--- src/rtl/sdram_pre_sched.sv ---
module sdram_pre_sched #(
  parameter int NB  = 4,
  parameter int TRP = 3,
  parameter int TWR = 2
) (
  input  logic                  clk,
  input  logic                  rst_n,
  input  logic                  act_valid,
  input  logic [$clog2(NB)-1:0] act_bank,
  input  logic                  wr_beat,
  input  logic [$clog2(NB)-1:0] wr_bank,
  input  logic                  pre_req,
  input  logic                  pre_all,
  input  logic [$clog2(NB)-1:0] pre_bank,
  output logic                  pre_gnt,
  output logic                  cs_n,
  output logic                  ras_n,
  output logic                  cas_n,
  output logic                  we_n,
  output logic [$clog2(NB)-1:0] ba,
  output logic                  a10,
  output logic [NB-1:0]         bank_open,
  output logic [NB-1:0]         bank_busy
);
  localparam int BAW = $clog2(NB);
  localparam int MX  = (TRP > TWR) ? TRP : TWR;
  localparam int CW  = $clog2(MX + 1);

  logic [CW-1:0] lock_cnt [NB];
  logic [CW-1:0] rec_cnt  [NB];
  logic [NB-1:0] open_q, rec_ok, hit;
  logic          pre_q, a10_q;
  logic [BAW-1:0] ba_q;

  always_comb begin
    for (int b = 0; b < NB; b++) begin
      rec_ok[b]    = (rec_cnt[b] == '0) &&
                     !(wr_beat && wr_bank == BAW'(b) && open_q[b]);
      bank_busy[b] = (lock_cnt[b] != '0) || (rec_cnt[b] != '0);
    end
  end

  assign pre_gnt = pre_req && (pre_all ? (&rec_ok) : rec_ok[pre_bank]);

  always_comb
    for (int b = 0; b < NB; b++)
      hit[b] = pre_gnt && (pre_all || pre_bank == BAW'(b));

  always_ff @(posedge clk) begin
    if (!rst_n) begin
      open_q <= '0;
      for (int b = 0; b < NB; b++) begin
        lock_cnt[b] <= '0;
        rec_cnt[b]  <= '0;
      end
    end else begin
      for (int b = 0; b < NB; b++) begin
        if (hit[b]) begin
          open_q[b]   <= 1'b0;
          lock_cnt[b] <= CW'(TRP);
        end else begin
          if (act_valid && act_bank == BAW'(b) && lock_cnt[b] == '0)
            open_q[b] <= 1'b1;
          if (lock_cnt[b] != '0)
            lock_cnt[b] <= lock_cnt[b] - 1'b1;
        end
        if (wr_beat && wr_bank == BAW'(b) && open_q[b])
          rec_cnt[b] <= CW'(TWR - 1);
        else if (rec_cnt[b] != '0)
          rec_cnt[b] <= rec_cnt[b] - 1'b1;
      end
    end
  end

  always_ff @(posedge clk) begin
    if (!rst_n) begin
      pre_q <= 1'b0;
      a10_q <= 1'b0;
      ba_q  <= '0;
    end else begin
      pre_q <= pre_gnt;
      a10_q <= pre_gnt && pre_all;
      ba_q  <= (pre_gnt && !pre_all) ? pre_bank : '0;
    end
  end

  assign cs_n      = 1'b0;
  assign ras_n     = !pre_q;
  assign cas_n     = 1'b1;
  assign we_n      = !pre_q;
  assign ba        = ba_q;
  assign a10       = a10_q;
  assign bank_open = open_q;
endmodule


--- config.mk ---
export PLATFORM = sky130hd
export DESIGN_NAME = sdram_pre_sched
export DESIGN_NICKNAME = d
export VERILOG_FILES = /design/src/rtl/sdram_pre_sched.sv
export SDC_FILE = /design/constraint.sdc
export NUM_CORES = 1
export LEC_CHECK = 0
export BUFFER_PORTS_ARGS = -buffer_cell sky130_fd_sc_hd__buf_2
export CORE_MARGIN = 2
export CORE_UTILIZATION = 45
export CTS_BUF_LIST = sky130_fd_sc_hd__clkbuf_8
export DETAILED_ROUTE_END_ITERATION = 8
export GPL_TIMING_DRIVEN = 0
export PLACE_DENSITY = 0.7
export SETUP_SLACK_MARGIN = 0.15
export SLEW_MARGIN = 30
export SYNTH_ARGS = -nofsm -noshare
export SYNTH_HDL_FRONTEND = slang
export SYNTH_SLANG_ARGS = --single-unit
--- constraint.sdc ---
create_clock -name clk -period 2.1 [get_ports clk]
set_input_delay 0.42 -clock clk [delete_from_list [all_inputs] [get_ports clk]]
set_output_delay 0.42 -clock clk [all_outputs]
set_load 0.05 [all_outputs]
==> flow_summary.yaml <==
floorplanning:
  rows: 20
  fp.coreArea_sq_mm: 0.00298
  die-height_microns: 59.4
  die_width_microns: 59.4
  die_area_sq_mm: 0.00353
  initial_core_utilization_pct: 46.4
  number_of_primary_i_o_pins: 28
final_layout:
  final_cell_count_no_fill: 212
  fin_area_sq_mm: 0.00193
  num-fill-cells: 245
  leading_cell_type_in_the_layout_fill_and_taps_excluded: "buf_2"
  mostFrequentLayoutCells: "24 x buf_2, 16 x edfxtp_1, 14 x buf_4"
  flow.area_growth_from_synthesis_pct: 39.9
  antenna-diode-count: 0
  net_count_of_the_finished_layout: 201
  final_layout_size_suffix_gt1_share_pct: 46.9
power_and_ir_drop:
  power.combinational.fraction_pct: 59.4
  total_leakage_power_nw: 0.821
  seq_power_share_pct: 30.1
  peakVddDrop_mv: 0.674
  power_density_mw_per_mm2: 1360
  switching_power_mw: 1.11
  power.internal_mw: 1.53
  clock_power_share_pct: 10.4
  power.share.switching_pct: 42.0
  total_power_mw: 2.63
sta:
  finalWorstSetupSlack_ps: -137
  final.min_clock_period_ps: 2240
  max_clock_freq_ghz: 0.447
  worst_pin_slew_ps: 698
  clock-skew-final_ps: 2.43
  relSlewSlack_pct: 53.5
  setup-violations-final: 14
  final.hold.worst_slack_ps: 460
  hold_viol: 0
  unrepaired_setup_endpoints_after_global_routing: "yes"
  drv_slew: 0
  finalCritPeriodShare_pct: 107
logic_synthesis:
  synthesis.area_sq_mm: 0.00138
  ys_types: 40
  postSynth.asyncResetShare_pct: 0
  ys_dominant_reg_cell: "edfxtp_1"
  synth_warnings: 0
  synthesis.instances: 136
  syn_avg_cell_area_sq_um: 10.2
  seq_area_frac_synth_pct: 46.3
  synth_edf_count: 16
  syn-num-nets: 156
  yosys_register_bits: 24
setup_path:
  critical_path.reg2reg.endpoint: "lock_cnt[3][0]"
  critical_path.startpoint_type: "flip-flop"
  timing.critical_path.fanout_max: 3
  critical_path.endpoint_type: "output port"
  critical_path_class: "reg -> out"
  critPathRequiredTime_ps: 1680
  worst-r2r-cell-count: 10
  cp_data_arrival_time_ps: 1820
  worst_case_register_to_register_setup_slack_ps: -110
  worst_flop_to_flop_path_startpoint: "rec_cnt[3][0]"
min_path:
  hold_path.startpoint: "pre_bank[0]"
  holdPathStages: 2
  hold-path-endpoint: "ba[0]"
  hold_path.class: "in -> reg"
detailed_routing:
  post-route-drc-count: 0
  via_count: 1167
  dr.pass1.iters: 4
  detail_route.wirelength_microns: 3410
  route.detailed.vias_per_inst: 5.50
  postRouteAntennaNets: 0
  post_drt_wl_per_cell_microns: 16.1
  initialDrtViolationCount: 32
place:
  placed_cell_area_sq_mm: 0.00160
  dp.final_hpwl_microns: 2270
  numPortBuffers: 25
  placer_s_final_routability_congestion_estimate: 0.798
  dp.cells: 194
outcome:
  run_status: "finished, violations left"
  failed_checks: "negative setup slack"
global_routing:
  gr-total-overflow: 0
  pin_count_of_the_biggest_net_entering_global_routing: 13
  grt_pass1_vias: 1113
  initial_antenna_violation_count: 0
  first_pass_grt_wire_length_microns: 4980
  global_route.usage.total_pct: 19.0
clocking:
  cts_max_path_buffers: 2
  path_clk_slew_ps: 80
  source_to_sink_clock_delay_at_the_later_pin_of_the_worst_skew_pair_ps: 270
  number_of_buffers_created_by_cts: 3
  clk_root_buffer_cell: "clkbuf_8"
  ctsHtreeMaxLevel: 1
  clock-sinks: 24
  clock_tree_from_tritoncts: "built"
run:
  timing.max_cap.violations: 0
[synthesized netlist by cell type, types with 4 or more instances]
cell | number | area (sq um)
inv_1 | 18 | 67.6
edfxtp_1 | 16 | 480
nand2_1 | 12 | 45.0
dfxtp_1 | 8 | 160
ha_1 | 8 | 100
a21oi_1 | 7 | 35.0
o32ai_1 | 6 | 52.6
nor2_1 | 5 | 18.8
or2_2 | 4 | 25.0
[critical path, stage by stage (launching register included)]
cell,delay (ps)
edfxtp_1,410
inv_2,80
ha_4,130
nand2_2,40
a2bb2oi_2,120
or4_4,420
buf_6,150
inv_8,50
buf_8,130
[worst max path at each step]
stage / startpoint / slack (ps) / cells past startpoint / end
global route: rec_cnt[3][1] / -210 / 8 / pre_gnt
CTS: rec_cnt[3][0] / -180 / 8 / pre_gnt
finish: rec_cnt[3][0] / -140 / 8 / pre_gnt
detailed placement: pre_bank[0] / -220 / 7 / pre_gnt
global placement: pre_bank[0] / -200 / 7 / pre_gnt
floorplan: pre_all / 130 / 6 / lock_cnt[0][0]
[routing by layer]
metal  wire length, microns  global-route usage, %
met3                    153                   2.84
met5                      0                      0
met4                     59                   7.47
met2                   1680                   31.4
met1                   1510                   24.8
[power by group through the flow]
stage               logic, mW  clock network, mW  registers (mW)
floorplan               0.843                  0           0.811
global placement         1.07                  0           0.780
detailed placement       1.12                  0           0.787
CTS                      1.27              0.280           0.782
global route             1.70              0.298           0.809
finish                   1.56              0.275           0.793
[logic make-up (layout without fill, tap and decap cells)]
kind of cell | count (synthesis) | count (layout) | synth area share, %
flip-flops | 24 | 24 | 46.3
adder cells (fa/ha/maj) | 8 | 8 | 7.24
buffers and inverters | 28 | 71 | 9.50
AO/OA/AOI/OAI | 31 | 31 | 17.3
other | 2 | 2 | 0.543
AND/OR/NAND/NOR | 43 | 43 | 19.1
[metrics by stage]
stage                     setup TNS [ps]  util (%)  setup slack (ps)
after global routing               -2150      65.0              -205
after detailed placement            -955      53.8              -222
after floorplan                        0         -               134
after CTS                           -414      57.8              -177
after global placement              -731      53.8              -198
final                              -1090      65.0              -137
[area by class of cell]
cell class / count / area [sq um] / share of cell area [%]
plain buffers: 9 / 85.1 / 4.40
clock buffers: 3 / 41.3 / 2.13
inverters: 19 / 78.8 / 4.08
multi-input cells: 84 / 779 / 40.3
flip-flops and latches: 24 / 646 / 33.4
well taps: 33 / 41.3 / 2.13
repair buffers: 40 / 263 / 13.6
[what timing repair did]
action	CTS	global route
buffers inserted	4	11
hold buffers	0	0
gates resized for setup	12	25
pin swaps	4	9
setup endpoints to repair	9	17
[sequential cells by signal (all words and copies together) (netlist names)]
name and cells:
lock_cnt 8, rec_cnt 8, bank_open 4, ba 2
a10 1, pre_q 1
Note: power is estimated with default switching activity, not from simulation.
